**src/rtl/irqd_pkg.sv**
```systemverilog
package irqd_pkg;
    localparam int ID_W = 10;
    localparam logic [ID_W-1:0] SPURIOUS_ID = '1;

    // bit 3 enable, bit 2 secure, bit 1 all-N delivery, bit 0 edge capture
    typedef struct packed {
        logic enable;
        logic secure;
        logic all_n;
        logic edge_trig;
    } src_cfg_t;
endpackage

```
**src/rtl/irqd_cfg_regs.sv**
```systemverilog
module irqd_cfg_regs
    import irqd_pkg::*;
#(
    parameter int NUM_SRC = 8,
    parameter int SRC_W   = 3
) (
    input  logic                    clk,
    input  logic                    rst_n,
    input  logic                    wr_en,
    input  logic                    acc_sec,
    input  logic [SRC_W-1:0]        idx,
    input  src_cfg_t                wdata,
    output src_cfg_t                rdata,
    output src_cfg_t [NUM_SRC-1:0]  cfg_o
);
    src_cfg_t [NUM_SRC-1:0] cfg_d, cfg_q;
    logic                   idx_ok;

    assign idx_ok = int'(idx) < NUM_SRC;

    always_comb begin
        cfg_d = cfg_q;
        if (wr_en && idx_ok) begin
            if (acc_sec) begin
                cfg_d[idx] = wdata;
            end else if (!cfg_q[idx].secure) begin
                cfg_d[idx]        = wdata;
                cfg_d[idx].secure = 1'b0;
            end
        end
    end

    always_comb begin
        rdata = '0;
        if (idx_ok && (acc_sec || !cfg_q[idx].secure)) begin
            rdata = cfg_q[idx];
        end
    end

    always_ff @(posedge clk) begin
        if (!rst_n) cfg_q <= '0;
        else        cfg_q <= cfg_d;
    end

    assign cfg_o = cfg_q;
endmodule

```
**src/rtl/irqd_pick.sv**
```systemverilog
module irqd_pick #(
    parameter int NUM_SRC = 8,
    parameter int SRC_W   = 3
) (
    input  logic [NUM_SRC-1:0] req,
    output logic               hit,
    output logic [SRC_W-1:0]   idx
);
    always_comb begin
        hit = |req;
        idx = '0;
        for (int s = NUM_SRC - 1; s >= 0; s--) begin
            if (req[s]) idx = SRC_W'(s);
        end
    end
endmodule

```
**src/rtl/irqd_top.sv**
```systemverilog
module irqd_top
    import irqd_pkg::*;
#(
    parameter int NUM_SRC = 8,
    parameter int NUM_CPU = 2,
    localparam int SRC_W  = (NUM_SRC > 1) ? $clog2(NUM_SRC) : 1
) (
    input  logic                    clk,
    input  logic                    rst_n,
    input  logic [NUM_SRC-1:0]      irq_line,
    input  logic [NUM_CPU-1:0]      ack_stb,
    output logic [NUM_CPU*ID_W-1:0] ack_id,
    input  logic [NUM_CPU-1:0]      eoi_stb,
    input  logic [NUM_CPU*ID_W-1:0] eoi_id,
    output logic [NUM_CPU-1:0]      cpu_irq,
    input  logic                    cfg_we,
    input  logic                    cfg_sec,
    input  logic [SRC_W-1:0]        cfg_idx,
    input  logic [3:0]              cfg_wdata,
    output logic [3:0]              cfg_rdata
);
    typedef struct packed {
        logic [NUM_SRC-1:0]                line;
        logic [NUM_CPU-1:0][NUM_SRC-1:0]   pend;
        logic [NUM_CPU-1:0][NUM_SRC-1:0]   act;
        logic [NUM_CPU-1:0][ID_W-1:0]      ack;
    } state_t;

    localparam state_t RST_ST = '{
        line: '0, pend: '0, act: '0, ack: {NUM_CPU{SPURIOUS_ID}}
    };

    state_t st_d, st_q;

    src_cfg_t [NUM_SRC-1:0]          cfg_arr;
    src_cfg_t                        rd_cfg;
    logic [NUM_SRC-1:0]              src_en, src_edge, src_alln;
    logic [NUM_SRC-1:0]              rise, claimed, any_act;
    logic [NUM_CPU-1:0][NUM_SRC-1:0] act_now, elig;
    logic [NUM_CPU-1:0]              pick_hit;
    logic [NUM_CPU-1:0][SRC_W-1:0]   pick_idx;
    logic [NUM_CPU-1:0][ID_W-1:0]    eoi_vec;

    irqd_cfg_regs #(.NUM_SRC(NUM_SRC), .SRC_W(SRC_W)) u_cfg (
        .clk    (clk),
        .rst_n  (rst_n),
        .wr_en  (cfg_we),
        .acc_sec(cfg_sec),
        .idx    (cfg_idx),
        .wdata  (src_cfg_t'(cfg_wdata)),
        .rdata  (rd_cfg),
        .cfg_o  (cfg_arr)
    );
    assign cfg_rdata = rd_cfg;

    for (genvar s = 0; s < NUM_SRC; s++) begin : g_src
        assign src_en[s]   = cfg_arr[s].enable;
        assign src_edge[s] = cfg_arr[s].edge_trig;
        assign src_alln[s] = cfg_arr[s].all_n;
    end

    assign act_now = st_q.act;
    assign rise    = irq_line & ~st_q.line;

    for (genvar c = 0; c < NUM_CPU; c++) begin : g_cpu
        assign elig[c]    = st_q.pend[c] & ~act_now[c] & src_en;
        assign cpu_irq[c] = |elig[c];
        assign eoi_vec[c] = eoi_id[c*ID_W +: ID_W];
        assign ack_id[c*ID_W +: ID_W] = st_q.ack[c];

        irqd_pick #(.NUM_SRC(NUM_SRC), .SRC_W(SRC_W)) u_pick (
            .req(elig[c]),
            .hit(pick_hit[c]),
            .idx(pick_idx[c])
        );
    end

    always_comb begin
        st_d      = st_q;
        st_d.line = irq_line;
        claimed   = '0;
        any_act   = '0;

        // acknowledges, lower processor index first
        for (int c = 0; c < NUM_CPU; c++) begin
            if (ack_stb[c]) begin
                st_d.ack[c] = SPURIOUS_ID;
                if (pick_hit[c] && !claimed[pick_idx[c]]) begin
                    st_d.ack[c]              = ID_W'(pick_idx[c]);
                    st_d.pend[c][pick_idx[c]] = 1'b0;
                    st_d.act[c][pick_idx[c]]  = 1'b1;
                    if (!src_alln[pick_idx[c]]) begin
                        claimed[pick_idx[c]] = 1'b1;
                        for (int k = 0; k < NUM_CPU; k++) begin
                            st_d.pend[k][pick_idx[c]] = 1'b0;
                        end
                    end
                end
            end
        end

        // end of interrupt
        for (int c = 0; c < NUM_CPU; c++) begin
            if (eoi_stb[c] && (eoi_vec[c] < ID_W'(NUM_SRC))) begin
                st_d.act[c][eoi_vec[c][SRC_W-1:0]] = 1'b0;
            end
        end

        // line capture
        for (int s = 0; s < NUM_SRC; s++) begin
            for (int c = 0; c < NUM_CPU; c++) begin
                any_act[s] = any_act[s] | st_d.act[c][s];
            end
            for (int c = 0; c < NUM_CPU; c++) begin
                if (src_edge[s]) begin
                    st_d.pend[c][s] = st_d.pend[c][s] | rise[s];
                end else begin
                    st_d.pend[c][s] = irq_line[s] &
                        ~(src_alln[s] ? st_d.act[c][s] : any_act[s]);
                end
            end
        end
    end

    always_ff @(posedge clk) begin
        if (!rst_n) st_q <= RST_ST;
        else        st_q <= st_d;
    end
endmodule

```
**config.mk**
```make
export PLATFORM = sky130hd
export DESIGN_NAME = irqd_top
export DESIGN_NICKNAME = d
export VERILOG_FILES = /design/src/rtl/irqd_pkg.sv /design/src/rtl/irqd_cfg_regs.sv /design/src/rtl/irqd_pick.sv /design/src/rtl/irqd_top.sv
export SDC_FILE = /design/constraint.sdc
export NUM_CORES = 1
export LEC_CHECK = 0
export BUFFER_PORTS_ARGS = -buffer_cell sky130_fd_sc_hd__buf_2
export CAP_MARGIN = 25
export CORE_UTILIZATION = 62
export CTS_CLUSTER_DIAMETER = 150
export DETAILED_ROUTE_END_ITERATION = 6
export PLACE_DENSITY = 0.84
export SYNTH_ARGS = -nofsm -noshare
export SYNTH_HDL_FRONTEND = slang
export SYNTH_SLANG_ARGS = --single-unit
```
**constraint.sdc**
```tcl
create_clock -name clk -period 4.67 [get_ports clk]
set_input_delay 0.934 -clock clk [delete_from_list [all_inputs] [get_ports clk]]
set_output_delay 0.934 -clock clk [all_outputs]
set_load 0.01 [all_outputs]
```
# Word-level counts from Yosys, hierarchy flattened

Memory sizes are Yosys's and may differ from the RTL's.
Index checks and enable logic that the tools add are counted.

Word-level logic and storage cells: 236
ROM bits: 8
Memories kept: 1
Input bits: 43
Register bits: 92

Order comparisons: 12
Muxes and demuxes: 89
Equality and inequality tests: 1
Bitwise operators: 78
Reductions and logical operators: 16

Memories:

| memory          | depth | width | read ports | clocked after Yosys merged registers in | write ports | line           | source |
|---|---|---|---|---|---|---|---|
| (no name shown) | 8     | 1     | 1          | 0                                       | 0           | irqd_top.sv:88 | `if (pick_hit[c] && !claimed[pick_idx[c]]) begin` |

Operators with widths:

| kind                                                              | number |
|---|---|
| bitwise AND 8 bit                                                 | 13 |
| bitwise mux 32 bit                                                | 2 |
| two-way mux 16 bit                                                | 4 |
| two-way mux 32 bit                                                | 2 |
| two-way mux 8 bit                                                 | 7 |
| NOT 8 bit                                                         | 7 |
| two-way mux 3 bit                                                 | 17 |
| two-way mux 24 bit                                                | 2 |
| two-way mux 1 bit                                                 | 40 |
| demux 4 bit (select 3 bit)                                        | 2 |
| OR 1 bit                                                          | 24 |
| < comparator 10 x 4 -> 1 bit, second input constant               | 2 |
| < comparator 3 x 4 -> 1 bit, second input constant                | 5 |
| two-way mux 10 bit                                                | 2 |
| bitwise AND 1 bit                                                 | 16 |
| NOT 1 bit                                                         | 16 |
| OR 8 bit                                                          | 2 |
| OR reduction 8 bit                                                | 2 |
| greater-or-equal comparator 3 x 1 -> 1 bit, second input constant | 5 |
| binary-select mux 4 bit (select 3 bit)                            | 1 |
| demux 1 bit (select 3 bit)                                        | 4 |
| two-way mux 4 bit                                                 | 3 |
| binary-select mux 1 bit (select 3 bit)                            | 3 |
| logical AND 1 bit                                                 | 9 |
| other kinds (4)                                                   | 6 |

# Logic depth before layout (Yosys ltp)

Word-level depth: 33
Gate-level depth with buffers: 11
Depth with buffers taken out: 9

# Modules after synthesis

A second synthesis with hierarchy kept.

Cell total of the unflattened synthesis: 605
Area total of the unflattened synthesis: 4,949.7 um2

Modules (own cells, without submodules):

| module        | cells each | area an instance (um2) | times used |
|---|---|---|---|
| irqd_top      | 412        | 3,198.1                | 1 |
| irqd_cfg_regs | 167        | 1,589.0                | 1 |
| irqd_pick     | 13         | 81.3                   | 2 |

# Worst setup path after synthesis

OpenSTA, ideal clock, no wires.

Path kind: in2out
Start: input cfg_idx[2]
End: output cfg_rdata[0]
Data arrival time: 2.167 ns
Setup slack: 1.569 ns
Path buffers: 2
Stages on the path: 6
Cells stage by stage: clkbuf_1 -> clkbuf_1 -> mux2i_1 -> nand2_1 -> o21ai_0 -> a211oi_1

Word-level cells in the longest chain between the ends: 5

RTL lines:

| element                                     | line                                     | source |
|---|---|---|
| start: declaration                          | irqd_top.sv:18                           | `input logic [SRC_W-1:0] cfg_idx,` |
| binary-select mux 4 bit (select 3 bit) (*)  | irqd_cfg_regs.sv:35, irqd_cfg_regs.sv:36 |  |
| two-way mux 4 bit (implied by the code) (*) | irqd_cfg_regs.sv:35                      | `if (idx_ok && (acc_sec \|\| !cfg_q[idx].secure)) begin` |
| zero test 1 bit                             | irqd_cfg_regs.sv:35                      |  |
| logical OR 1 bit                            | irqd_cfg_regs.sv:35                      |  |
| two-way mux 4 bit (*)                       | irqd_cfg_regs.sv:35                      |  |
| end: declaration                            | irqd_top.sv:20                           | `output logic [3:0] cfg_rdata` |

Every way passes the cells marked *; elsewhere a longest branch is shown, timed or not. The select of a mux whose other input is x is not followed.

# Worst setup path in the final report

Start: input cfg_idx[0]
End: output cfg_rdata[0]

The elaborated chain is that of the path after synthesis.

==> impl_results.md <==
- Post-synth ARST share: 0
- Final Setup Violations: 0
- Initial Util: 0.650
- CP required: 3.74 ns
- Combinational share of power: 0.116
- Die width: 89.7 um
- Final period util: 0.696
- Worst slew pin tran: 0.957 ns
- Switching share of power: 0.278
- Buf+Inv Stages, Crit Path: 2
- Routed WL: 14000 um
- Commonest non-fill, non-tap cell in the layout: dfxtp_1
- Clock Skews: 0.00628 ns
- Crit path max-delay cell type: buf_2
- Post_cts resized: 0
- R2R Path Start: act_now[14]
- CTS Sinks: 80
- I/O pins: 69
- Distinct cells, synth: 74
- Syn Area/Cell: 8.07 um2
- Highest-count cells in the layout ignoring fill and taps: dfxtp_1, nor2_1, buf_2
- Hold Path End: st_q[47]
- Clock-pin slew on the worst setup and hold paths: 0.09 ns
- Die height: 89.7 um
- Hold path startpoint: st_q[55]
- Worst-path cell chain: buf_2, nor2b_1, a22oi_1, o22ai_1, nor2_1, nor2_1, a211oi_1, buf_2
- Residual DRC: 0
- Share of cells above drive strength 1: 0.165
- Element type at the critical path end: output port
- Mapped Cells: 590
- Top cell type's share of synthesized area: 0.336
- Tmin final: 3.25 ns
- Layout area overhead: 9.27%
- CP Max Fanout: 16
- GRT Residual Overflow: 0
- Setup TNS: 0 ns
- Mapped Area: 4760 um2
- CP Launch Type: primary input
- Vias per cell: 6.48
- Worst r2r path cells: 9
- Number of flops mapped to enable cells by yosys: 0
- Reg power frac: 0.513
- Via count: 4735
- First-pass DRT Iterations: 5
- Site Rows: 31
- Hold WS: 0.468 ns
- Worst hold path type: reg2reg
- Multi-input gate area: 2820 um2
- HPWL after detailed placement: 10400 um
- CTS buffer count: 9
- Yosys reg bits: 80
- Clock Latency Late Sink: 0.36 ns
- Gpl congestion: 0.990
- Max-Cap Viols: 0
- Root Driver: clkbuf_8
- Leak: 0.00225 uW
- First-pass GRT wire length: 21500 um
- Clock share of power: 0.371
- Most area-hungry cell type in the Yosys netlist: dfxtp_1
- Sequential share of the synthesized area: 0.336
- Stages on the worst setup path: 8
- Hold buffer count at cts: 0
- Die area: 8040 um2
- Clock buffer depth: 2
- Initial drt markers: 443
- PortBufs: 68
- Final hold vios: 0
- Maximum clock frequency: 308 MHz
- FILL cells: 600
- Crit path arrival time: 2.32 ns
- Delay-heaviest family, CP: compound AO/OA/AOI/OAI gates
- FF-to-FF End: st_q[37]
- CTS H-tree lvls: 3
- Wire per inst: 19.2 um
- All-layer global routing usage: 0.362
- Reg area: 1600 um2
- Max VDD drop: 0.000207 V
- Unrepaired setup endpoints after global routing: false
- Synth warnings: 0
- Routed Antenna Nets: 0
- Status: complete, no violations
- Nets: 670
- Crit path kind: in2out
- Slew headroom: 0.362
- Net switching power: 391 uW
- CTS tree: built
- Total setup buffers inserted after CTS: 0
- Top FF cell, synth: dfxtp_1
- Final Power: 1410 uW
- Vias in the first global route: 4244
- Largest net degree at the start of global routing: 26
- Synth top area cells: dfxtp_1, mux2i_1, nor2_1, nand2_1, buf_4
- Diode count: 0
- R2R Setup Slk: 1.62 ns
- Pwr dens: 270 nW/um2
- Post-synthesis net count: 633
- Pint: 1010 uW
- Initial antenna violation count: 0
- Slowest stage delay, CP: 0.26 ns
- Worst hold path depth: 1
- Slew Viols, Final: 0
- Core ar.: 7330 um2
-- kinds of logic (layout without fill, tap and decap cells) --
| kind of cell | count (synthesis) | after routing | synth area share |
|---|---|---|---|
| and+or+nand+nor | 267 | 267 | 0.284 |
| AOI/OAI and AO/OA | 131 | 131 | 0.210 |
| DFF | 80 | 80 | 0.336 |
| buffers and inverters | 68 | 110 | 0.0722 |
| muxes | 43 | 43 | 0.0956 |
| xor gates and xnor gates | 1 | 1 | 0.00184 |
-- Yosys cell counts, types with 5 or more instances --
cell,n
dfxtp_1,80
nor2_1,72
nand2_1,67
mux2i_1,41
inv_1,24
buf_4,23
o21ai_0,22
nand3b_1,20
a21oi_1,19
clkbuf_1,19
nand3_1,19
nor3_1,18
nand2b_1,15
and2_1,13
o22ai_1,13
and3b_1,8
nor2b_1,6
o211a_1,6
o221ai_1,6
a211oi_1,5
a31oi_1,5
and3_1,5
nand4_1,5
-- final cells by class --
class,count,area share
Clock buffer,10,0.0245
Clock inverter,6,0.0132
Inverter,24,0.0173
Multi-Input combinational cell,442,0.541
Sequential cell,80,0.308
Tap cell,99,0.0238
Timing Repair Buffer,70,0.0721
-- worst reg2reg max path: stages, from the launching register on --
cell      delay [ns]
dfxtp_1         0.39
and3b_1         0.25
o21ai_1         0.14
a21boi_1        0.09
o21ai_2         0.58
mux2i_1         0.18
o22ai_1         0.76
nand2_1         0.14
o31ai_1         0.27
o311ai_1        0.13
-- stage by stage --
step                      setup WS (ns)  cells   util  area [um2]
after global routing               1.31    731  0.710        5200
after CTS                          1.45    731  0.710        5200
final                              1.42    731  0.710        5200
after detailed placement           1.47    715  0.683        5010
after global placement             1.59    714  0.679        4980
after floorplan                    1.57    590      -        4760
-- metal layers --
metal,wire [um],global-route usage,up-vias
met5,0,0,-
met4,448,0.186,0
met3,1320,0.0814,45
met2,6300,0.548,275
met1,5980,0.484,2221
li1,-,-,2194
-- power by group through the flow --
stage | Sequential [uW] | Combinational [uW] | Clock (uW)
after floorplan | 727 | 112 | 0
after global routing | 722 | 178 | 550
after detailed placement | 735 | 159 | 0
final | 720 | 163 | 522
after CTS | 719 | 160 | 516
after global placement | 734 | 152 | 0
-- how the worst max path moves through the flow --
stage | start | to | slack (ns)
floorplan | cfg_idx[2] | cfg_rdata[0] | 1.57
global placement | cfg_idx[1] | cfg_rdata[0] | 1.59
detailed placement | cfg_idx[0] | cfg_rdata[0] | 1.47
CTS | cfg_idx[0] | cfg_rdata[0] | 1.45
global route | cfg_idx[0] | cfg_rdata[0] | 1.31
finish | cfg_idx[0] | cfg_rdata[0] | 1.42
(Power assumes the default switching activity.)
